===== config.mk =====
export PLATFORM = sky130hd
export DESIGN_NAME = pack_xfer_seq
export DESIGN_NICKNAME = d
export VERILOG_FILES = /design/src/rtl/pxs_pkg.sv /design/src/rtl/pxs_addr_step.sv /design/src/rtl/pxs_lane_strobe.sv /design/src/rtl/pxs_rd_merge.sv /design/src/rtl/pack_xfer_seq.sv
export SDC_FILE = /design/constraint.sdc
export NUM_CORES = 1
export LEC_CHECK = 0
export ABC_AREA = 1
export BUFFER_PORTS_ARGS = -buffer_cell sky130_fd_sc_hd__buf_2
export CAP_MARGIN = 10
export CORE_UTILIZATION = 50
export DETAILED_ROUTE_END_ITERATION = 10
export GPL_TIMING_DRIVEN = 0
export PLACE_DENSITY = 0.76
export RECOVER_POWER = 25
export SLEW_MARGIN = 15
export SYNTH_ARGS = -nofsm -noshare
export SYNTH_HDL_FRONTEND = slang
export SYNTH_SLANG_ARGS = --single-unit

===== constraint.sdc =====
create_clock -name clk -period 5.11 [get_ports clk]
set_input_delay 1.022 -clock clk [delete_from_list [all_inputs] [get_ports clk]]
set_output_delay 1.022 -clock clk [all_outputs]
set_load 0.03 [all_outputs]

===== src/rtl/pxs_pkg.sv =====
package pxs_pkg;

    typedef enum logic [1:0] {
        ST_IDLE = 2'd0,
        ST_BUSY = 2'd1,
        ST_DONE = 2'd2
    } pxs_state_e;

    localparam logic [1:0] INC_PACKED = 2'b10;

endpackage


===== src/rtl/pxs_addr_step.sv =====
module pxs_addr_step #(
    parameter int ADDR_W = 32,
    parameter int SZ_W   = 2
) (
    input  logic [ADDR_W-1:0] start_addr_i,
    input  logic [SZ_W-1:0]   start_size_i,
    input  logic [ADDR_W-1:0] cur_addr_i,
    input  logic [SZ_W-1:0]   cur_size_i,
    output logic [ADDR_W-1:0] start_aligned_o,
    output logic [ADDR_W-1:0] cur_next_o
);

    logic [ADDR_W-1:0] start_low_mask;

    // Low-bit mask for the starting size; clearing it aligns the address.
    assign start_low_mask  = (ADDR_W'(1) << start_size_i) - ADDR_W'(1);
    assign start_aligned_o = start_addr_i & ~start_low_mask;
    // Current address is already aligned, so one step is one transfer size.
    assign cur_next_o      = cur_addr_i + (ADDR_W'(1) << cur_size_i);

endmodule


===== src/rtl/pxs_lane_strobe.sv =====
module pxs_lane_strobe #(
    parameter int LANES  = 4,
    parameter int LANE_W = 2,
    parameter int SZ_W   = 2
) (
    input  logic [LANE_W-1:0] lane_i,
    input  logic [SZ_W-1:0]   size_i,
    output logic [LANES-1:0]  strb_o
);

    for (genvar k = 0; k < LANES; k++) begin : g_lane
        assign strb_o[k] = (k >= int'(lane_i)) &&
                           (k <  int'(lane_i) + (1 << size_i));
    end

endmodule


===== src/rtl/pxs_rd_merge.sv =====
module pxs_rd_merge #(
    parameter int LANES = 4
) (
    input  logic [8*LANES-1:0] acc_i,
    input  logic [8*LANES-1:0] rdata_i,
    input  logic [LANES-1:0]   strb_i,
    output logic [8*LANES-1:0] merged_o
);

    for (genvar k = 0; k < LANES; k++) begin : g_lane
        assign merged_o[8*k +: 8] = strb_i[k] ? rdata_i[8*k +: 8] : acc_i[8*k +: 8];
    end

endmodule


===== src/rtl/pack_xfer_seq.sv =====
module pack_xfer_seq
    import pxs_pkg::*;
#(
    parameter int ADDR_W = 32,
    parameter int LANES  = 4
) (
    input  logic                clk,
    input  logic                rst_n,
    input  logic                dbg_req,
    input  logic                dbg_write,
    input  logic [8*LANES-1:0]  dbg_wdata,
    input  logic [2:0]          cfg_size,
    input  logic [1:0]          cfg_inc,
    input  logic [ADDR_W-1:0]   cfg_addr,
    input  logic                dbg_abort,
    output logic                dbg_ready,
    output logic                dbg_err,
    output logic [8*LANES-1:0]  dbg_rdata,
    output logic                bus_req,
    output logic                bus_write,
    output logic [ADDR_W-1:0]   bus_addr,
    output logic [2:0]          bus_size,
    output logic [3:0]          bus_len,
    output logic [1:0]          bus_burst,
    output logic [1:0]          bus_lock,
    output logic [8*LANES-1:0]  bus_wdata,
    output logic [LANES-1:0]    bus_wstrb,
    input  logic                bus_ack,
    input  logic                bus_err,
    input  logic [8*LANES-1:0]  bus_rdata
);

    localparam int DATA_W = 8 * LANES;
    localparam int MAX_SZ = $clog2(LANES);
    localparam int SZ_W   = $clog2(MAX_SZ + 1);
    localparam int LANE_W = (MAX_SZ > 0) ? MAX_SZ : 1;
    localparam int CNT_W  = $clog2(LANES + 1);

    typedef struct packed {
        pxs_state_e        state;
        logic              write;
        logic [DATA_W-1:0] wdata;
        logic [SZ_W-1:0]   size;
        logic [ADDR_W-1:0] addr;
        logic [CNT_W-1:0]  left;
        logic [DATA_W-1:0] acc;
        logic              err;
        logic              abort;
    } seq_t;

    seq_t seq_d, seq_q;

    logic [SZ_W-1:0]   eff_size;
    logic [CNT_W-1:0]  start_cnt;
    logic [ADDR_W-1:0] start_aligned;
    logic [ADDR_W-1:0] next_addr;
    logic [LANES-1:0]  lane_strb;
    logic [DATA_W-1:0] merged;
    logic [CNT_W-1:0]  left_dec;
    logic              stop_now;

    // Size codes beyond the widest lane count fall back to a full word.
    assign eff_size  = (cfg_size > 3'(MAX_SZ)) ? SZ_W'(MAX_SZ) : cfg_size[SZ_W-1:0];
    assign start_cnt = (cfg_inc == INC_PACKED) ? CNT_W'(LANES >> eff_size) : CNT_W'(1);

    pxs_addr_step #(
        .ADDR_W (ADDR_W),
        .SZ_W   (SZ_W)
    ) u_addr (
        .start_addr_i    (cfg_addr),
        .start_size_i    (eff_size),
        .cur_addr_i      (seq_q.addr),
        .cur_size_i      (seq_q.size),
        .start_aligned_o (start_aligned),
        .cur_next_o      (next_addr)
    );

    pxs_lane_strobe #(
        .LANES  (LANES),
        .LANE_W (LANE_W),
        .SZ_W   (SZ_W)
    ) u_strb (
        .lane_i (seq_q.addr[LANE_W-1:0]),
        .size_i (seq_q.size),
        .strb_o (lane_strb)
    );

    pxs_rd_merge #(
        .LANES (LANES)
    ) u_merge (
        .acc_i    (seq_q.acc),
        .rdata_i  (bus_rdata),
        .strb_i   (lane_strb),
        .merged_o (merged)
    );

    assign left_dec = seq_q.left - CNT_W'(1);
    assign stop_now = (left_dec == '0) || bus_err || seq_q.abort || dbg_abort;

    always_comb begin
        seq_d = seq_q;
        unique case (seq_q.state)
            ST_IDLE: begin
                if (dbg_req) begin
                    seq_d.state = ST_BUSY;
                    seq_d.write = dbg_write;
                    seq_d.wdata = dbg_wdata;
                    seq_d.size  = eff_size;
                    seq_d.addr  = start_aligned;
                    seq_d.left  = start_cnt;
                    seq_d.acc   = '0;
                    seq_d.err   = 1'b0;
                    seq_d.abort = 1'b0;
                end
            end
            ST_BUSY: begin
                if (dbg_abort) begin
                    seq_d.abort = 1'b1;
                end
                if (bus_ack) begin
                    if (!seq_q.write) begin
                        seq_d.acc = merged;
                    end
                    seq_d.err  = seq_q.err | bus_err;
                    seq_d.left = left_dec;
                    seq_d.addr = next_addr;
                    if (stop_now) begin
                        seq_d.state = ST_DONE;
                    end
                end
            end
            ST_DONE: begin
                seq_d.state = ST_IDLE;
            end
            default: begin
                seq_d.state = ST_IDLE;
            end
        endcase
    end

    always_ff @(posedge clk) begin
        if (!rst_n) begin
            seq_q <= '0;
        end else begin
            seq_q <= seq_d;
        end
    end

    assign dbg_ready = (seq_q.state == ST_DONE);
    assign dbg_err   = seq_q.err;
    assign dbg_rdata = seq_q.acc;

    assign bus_req   = (seq_q.state == ST_BUSY);
    assign bus_write = seq_q.write;
    assign bus_addr  = seq_q.addr;
    assign bus_size  = 3'(seq_q.size);
    assign bus_len   = 4'd0;
    assign bus_burst = 2'b00;
    assign bus_lock  = 2'b00;
    assign bus_wdata = seq_q.wdata;
    assign bus_wstrb = lane_strb;

endmodule


==> flow_summary.yaml, run 1 <==
run_status:
  status: "completed"
yosys:
  synth_compound_area_frac: 0.145
  synthMuxAreaShare: 0
  synth-warning-count: 0
  yosys-top-cells-area: "dfxtp_1 34%, nand2_1 13%, buf_4 13%"
  synthFlopType: "dfxtp_1"
  synthCells: 944
  synthAdderAreaFrac: 0.0153
  syn_area_sq_um: 6210
  ys_seq_area_frac: 0.342
  netlist.area_leader.share: 0.342
  yosysUniqueCellTypes: 34
  async_flop_share: 0
  synth-xor-area-share: 0.0183
  yosys.area.top_type: "dfxtp_1"
  synth-edff-count: 0
  synthSimpleGateAreaFrac: 0.289
  synth-seq-cells: 106
  synth_top_family_by_area: "simple AND/OR/NAND/NOR gates"
  avgSynthCellArea_sq_um: 6.58
clocking:
  clk_pin_slew_ps: 80
  insertion_delay_ps: 350
  cts_max_level: 3
  cts_hold_buf: 0
  cts_root_buffer: "clkbuf_16"
  cts_setup_buffers: 0
  cts_buffer_depth: 2
  cts_tree: "built"
  cts_sinks: 106
  cts_resized: 0
  cts_made_buffers: 9
global_route:
  first_global_vias: 5901
  grt_pass1_wl_mm: 27.5
  antenna_found_initial: 0
  grt-ovfl-total: 0
  grt_usage: 0.265
  grt_max_degree: 20
routing:
  avgViaCountPerCell: 4.85
  ant_nets: 0
  drt_iter0_drc: 430
  routed_wirelength_mm: 16.9
  num_vias: 6544
  wire_per_inst_microns: 12.5
  drc_errors: 0
  drtPass1Iterations: 7
timing:
  maxSlewViolCount: 0
  tns_ps: 0
  holdWs_ps: 466
  setup-violations-final: 0
  relSlewSlack: 0.661
  fin_skew_ps: 8.11
  rsz0062_at_grt: "false"
  final-hold-violation-count: 0
  fin_crit_sh: 0.661
  max_freq_mhz: 296
  tightest_slew_ps: 506
  timing.final.crit_period_ps: 3380
min_path:
  hold_path_class: "reg -> reg"
  holdCritStartpoint: "dbg_rdata[6]"
floorplanning:
  core-area_sq_um: 12100
  fp-row-count: 40
  die_h_microns: 113
  die_area_sq_um: 12900
  start_util: 0.515
  die_w_microns: 113
  io-pin-count: 223
pwr:
  peakVddDrop_v: 0.000157
  leakage_nw: 3.89
  p_per_area_nw_per_um2: 345
cells_and_area:
  nNetsFinal: 1290
  layout_commonest_cell: "nand2_1"
  areaGrowthSynthToFinish_pct: 25.4
  final_cell_mix: "218 x nand2_1, 198 x buf_2, 151 x nor2_1"
  fillers: 1181
  diodes: 0
  drive_gt1_frac: 0.281
  fin_cells: 1348
  multi_input_area_sq_um: 2940
  ff_latch_area_sq_um: 2120
critical_path:
  path_class: "reg -> out"
  worst_setup_path_start_kind: "flip-flop"
  cp_max_fo: 7
  endpoint_kind: "primary output"
  startpoint: "bus_size[1]"
  cp_data_arrival_time_ps: 2360
  required_ps: 4090
  reg2reg_from: "bus_size[1]"
placed_design:
  port_buffers: 212
  post-dp-hpwl_mm: 13.1
  gp_congestion: 0.935
  dp.cells: 1332
run:
  drv_cap: 0
==> worst max-delay path, stage by stage, from the launching register on <==
cell and delay (ps):
dfxtp_1 390, nor2_1 150, ha_1 220, inv_1 80, fa_1 380, inv_1 100
xor2_1 240, nand3_1 100, nand2_1 110, inv_1 60, buf_2 170
==> logic make-up (layout without fill, tap and decap cells) <==
logic type	Yosys count	in the layout
buffers and inverters	201	429
DFF	106	106
xor gates and xnor gates	13	13
and+or+nand+nor	440	440
AOI/OAI and AO/OA	176	176
adders and majority gates	7	7
other	1	9
==> metrics by stage <==
step,instance area (sq um),setup slack [ps],util,total power [mW]
finish,7790,1730,0.646,2.69
global route,7790,1550,0.646,2.84
CTS,7820,1720,0.649,2.70
detailed placement,7510,2150,0.623,1.99
global placement,7510,2220,0.623,1.98
floorplan,6240,2500,-,1.73
==> sequential cells by signal, indices dropped and copies added (netlist names) <==
signal,cells
dbg_rdata,32
bus_wdata,32
bus_write,1
bus_addr,32
seq_q,6
dbg_err,1
bus_size,2
==> area by class of cell <==
class / count / share of cell area
plain buffers: 147 / 0.126
multi-input cells: 645 / 0.377
well taps: 168 / 0.0270
flip-flops and latches: 106 / 0.272
inverters: 54 / 0.0263
clock buffers: 9 / 0.0289
repair buffers: 212 / 0.132
clock inverters: 7 / 0.0109
==> final timing paths <==
| kind | endpoint | slack, ps | depth (start not counted) |
|---|---|---|---|
| worst max-delay path | bus_wstrb[2] | 1730 | 10 |
| worst min register to register | dbg_rdata[6] | 470 | 2 |
| worst max register to register | bus_addr[18] | 2520 | 13 |
| worst min-delay path | dbg_rdata[6] | 470 | 2 |
==> metal layers <==
layer	part of all wire	track usage	wire (microns)
met5	0	0	0
met4	0.020	0.0956	330
met3	0.050	0.0218	845
met2	0.48	0.467	8170
met1	0.45	0.339	7570
==> synth_stat cells, types with 3 or more instances <==
cell type,count
a21oi_1,94
buf_1,4
buf_2,15
buf_4,107
clkbuf_1,20
dfxtp_1,106
ha_1,6
inv_1,51
nand2_1,218
nand3_1,44
nand3b_1,8
nand4_1,6
nor2_1,151
nor2_4,3
nor3_1,5
o21ai_0,74
xnor2_1,4
xor2_1,9
==> power by group <==
group	internal [mW]	switching [mW]	leakage (nW)
clock network	0.389	0.337	0.150
logic	0.359	0.592	2.86
registers	0.928	0.0856	0.876
total	1.68	1.01	3.89
Power figures use the tool's default switching activity.
==> run 2, diff against run 1 <==
- ABC_AREA: 1 -> 0
- PLACE_DENSITY: 0.76 -> 0.77
- clock period: 5.11 -> 3.2 ns (I/O delays scaled with it)
==> run 2 against run 1 <==
  * Worst hold slack worse by 11 ps
  * Critical path depth shrank 1
  * Critical path type unchanged
  * Clock skew is 2.9 ps higher
  * Register-to-register slack worse by 2400 ps
  * Synthesized area fell by 1.3%
  * Clock power grew 52%
==> flow_summary.yaml, run 2 <==
yosys:
  synth-xor-area-share: 0.00286
  synthAdderAreaFrac: 0.0155
  synthSimpleGateAreaFrac: 0.233
  yosys-top-cells-area: "dfxtp_1 35%, buf_4 13%, nand2_1 6.9%"
  netlist.area_leader.share: 0.346
  syn_area_sq_um: 6130
  synth-seq-cells: 106
  async_flop_share: 0
  ys_top_cells_by_count: "113 x nand2_1, 107 x buf_4, 106 x dfxtp_1"
  synth-edff-count: 0
  avgSynthCellArea_sq_um: 7.83
  synth_top_family_by_area: "simple AND/OR/NAND/NOR gates"
  yosysUniqueCellTypes: 69
  ys_seq_area_frac: 0.346
  yosys.area.top_type: "dfxtp_1"
  synthCells: 783
  yosysMostFrequentCell: "nand2_1"
  synth-warning-count: 0
  synthFlopType: "dfxtp_1"
  synthMuxAreaShare: 0.0263
  synth_compound_area_frac: 0.198
min_path:
  holdPathEnd: "bus_wdata[23]"
  holdCritStartpoint: "bus_wdata[23]"
  hold_path_class: "reg -> reg"
  worst_hold_path.num_cells: 2
critical_path:
  required_ps: 2560
  cp_max_fo: 7
  path_class: "reg -> out"
  endpoint_kind: "primary output"
  worst_setup_path_start_kind: "flip-flop"
  r2r_slack_ps: 140
  cp_data_arrival_time_ps: 2440
  r2r_cells: 8
  reg2reg_from: "bus_size[1]"
  rr_endpoint: "bus_addr[23]"
cells_and_area:
  stdcell_area_sq_um: 7680
  multi_input_area_sq_um: 2980
  diodes: 0
  nNetsFinal: 1132
  areaGrowthSynthToFinish_pct: 25.3
  ff_latch_area_sq_um: 2120
  fin_util: 0.642
  layout_commonest_cell: "buf_2"
  fillers: 1129
  drive_gt1_frac: 0.306
  final_cell_mix: "162 x buf_2, 113 x nand2_1, 112 x buf_4"
timing:
  timing.final.crit_period_ps: 3080
  fin_skew_ps: 11.0
  tightest_slew_ps: 1010
  rsz0062_at_grt: "false"
  fin_crit_sh: 0.962
  relSlewSlack: 0.325
  maxSlewViolCount: 0
  final-hold-violation-count: 0
  setup-violations-final: 0
  setup_slack_ps: 121
  holdWs_ps: 455
  max_freq_mhz: 325
floorplanning:
  die_area_sq_um: 12700
  core-area_sq_um: 12000
  io-pin-count: 223
  die_h_microns: 113
  die_w_microns: 113
  fp-row-count: 40
  start_util: 0.512
global_route:
  antenna_found_initial: 0
  grt_pass1_wl_mm: 29.4
  grt_usage: 0.293
  first_global_vias: 5664
  grt_max_degree: 20
  grt-ovfl-total: 0
pwr:
  comb_power_share: 0.273
  p_clk_frac: 0.310
  p_switching_mw: 1.24
  internal_power_mw: 2.30
  leakage_nw: 3.43
  switching_share: 0.350
  peakVddDrop_v: 0.000264
  finalPower_mw: 3.54
  p_seq_frac: 0.416
  p_per_area_nw_per_um2: 462
routing:
  drt_iter0_drc: 703
  ant_nets: 0
  wire_per_inst_microns: 16.6
  drc_errors: 0
  avgViaCountPerCell: 5.55
  routed_wirelength_mm: 19.4
  drtPass1Iterations: 5
  num_vias: 6484
run:
  drv_cap: 0
clocking:
  cts_max_level: 3
  insertion_delay_ps: 350
  cts_tree: "built"
  cts_made_buffers: 9
  cts_root_buffer: "clkbuf_16"
  cts_sinks: 106
  cts_buffer_depth: 2
  clk_pin_slew_ps: 70
placed_design:
  gp_congestion: 0.925
  dp_slack_ps: -135
  place_area_sq_um: 7400
  port_buffers: 211
  post-dp-hpwl_mm: 14.1
run_status:
  status: "completed"
run 2: changes by cell type after synthesis, moves of 10 or more:
cell      delta
nand4_1     +13
clkbuf_1    +18
inv_1       -36
buf_2       -13
nor3_1      +10
nand2_1    -105
o21ai_0     -52
mux2i_1     +15
a21oi_1     -11
and2_1      +11
nor2_1     -121
run 2: critical path, cell delays in order, from the launching register on:
cell and delay (ps):
dfxtp_1 380, nor2_1 140, ha_2 180, inv_1 50, fa_2 370, a2111oi_2 340, mux2_4 220, buf_4 120
a21boi_0 100, buf_2 210
run 2: kinds of logic after synthesis:
group	after synthesis
compound gates	191
xor+xnor	2
fa+ha+maj	7
buf+inv	173
flops	106
mux	16
other cells	1
simple gates	287
run 2: how the worst max path moves through the flow:
| stage | from | endpoint | slack, ps | cells past startpoint |
|---|---|---|---|---|
| 3_3_place_gp | bus_size[1] | bus_wstrb[1] | -130 | 10 |
| 2_1_floorplan | bus_size[1] | bus_wstrb[1] | 230 | 9 |
| 5_1_grt | bus_size[1] | bus_addr[23] | 5 | 8 |
| 6_report | bus_size[1] | bus_wstrb[2] | 120 | 9 |
| 4_1_cts | bus_size[1] | bus_wstrb[1] | 60 | 9 |
| 3_5_place_dp | bus_addr[0] | bus_wstrb[1] | -130 | 9 |
run 2: power by group through the flow:
stage               clock network, mW  registers, mW  logic [mW]
floorplan                           0           1.48       0.652
global placement                    0           1.50       0.929
detailed placement                  0           1.50       0.938
CTS                              1.11           1.47       0.947
global route                     1.16           1.49        1.03
finish                           1.10           1.47       0.969
run 2: layout make-up:
class,count,share of cell area
clock inverter,6,0.00733
timing repair buffer,216,0.134
buffer,156,0.133
multi-input combinational,512,0.388
clock buffer,10,0.0298
sequential,106,0.277
tap,147,0.0240
inverter,16,0.00782
run 2: metrics by stage:
stage                     setup TNS (ps)  instances
after global placement              -139       1149
after detailed placement            -200       1149
after global routing                   0       1169
final                                  0       1169
after floorplan                        0        791
after CTS                              0       1165
run 2: routing by layer:
metal  wire (microns)  vias up  GRT usage
li1                 -     3126          -
met4              405        0      0.103
met1             8160     2971      0.391
met5                0        -          0
met2             8890      349      0.473
met3             1900       38     0.0584
run 2: timing repair:
| action | 4_1_cts | 5_1_grt |
|---|---|---|
| setup endpoints to repair | 1 | 3 |
| buffers inserted | 1 | 4 |
| gates resized for setup | 8 | 0 |
| hold buffers | 0 | 0 |
| pin swaps | 0 | 1 |
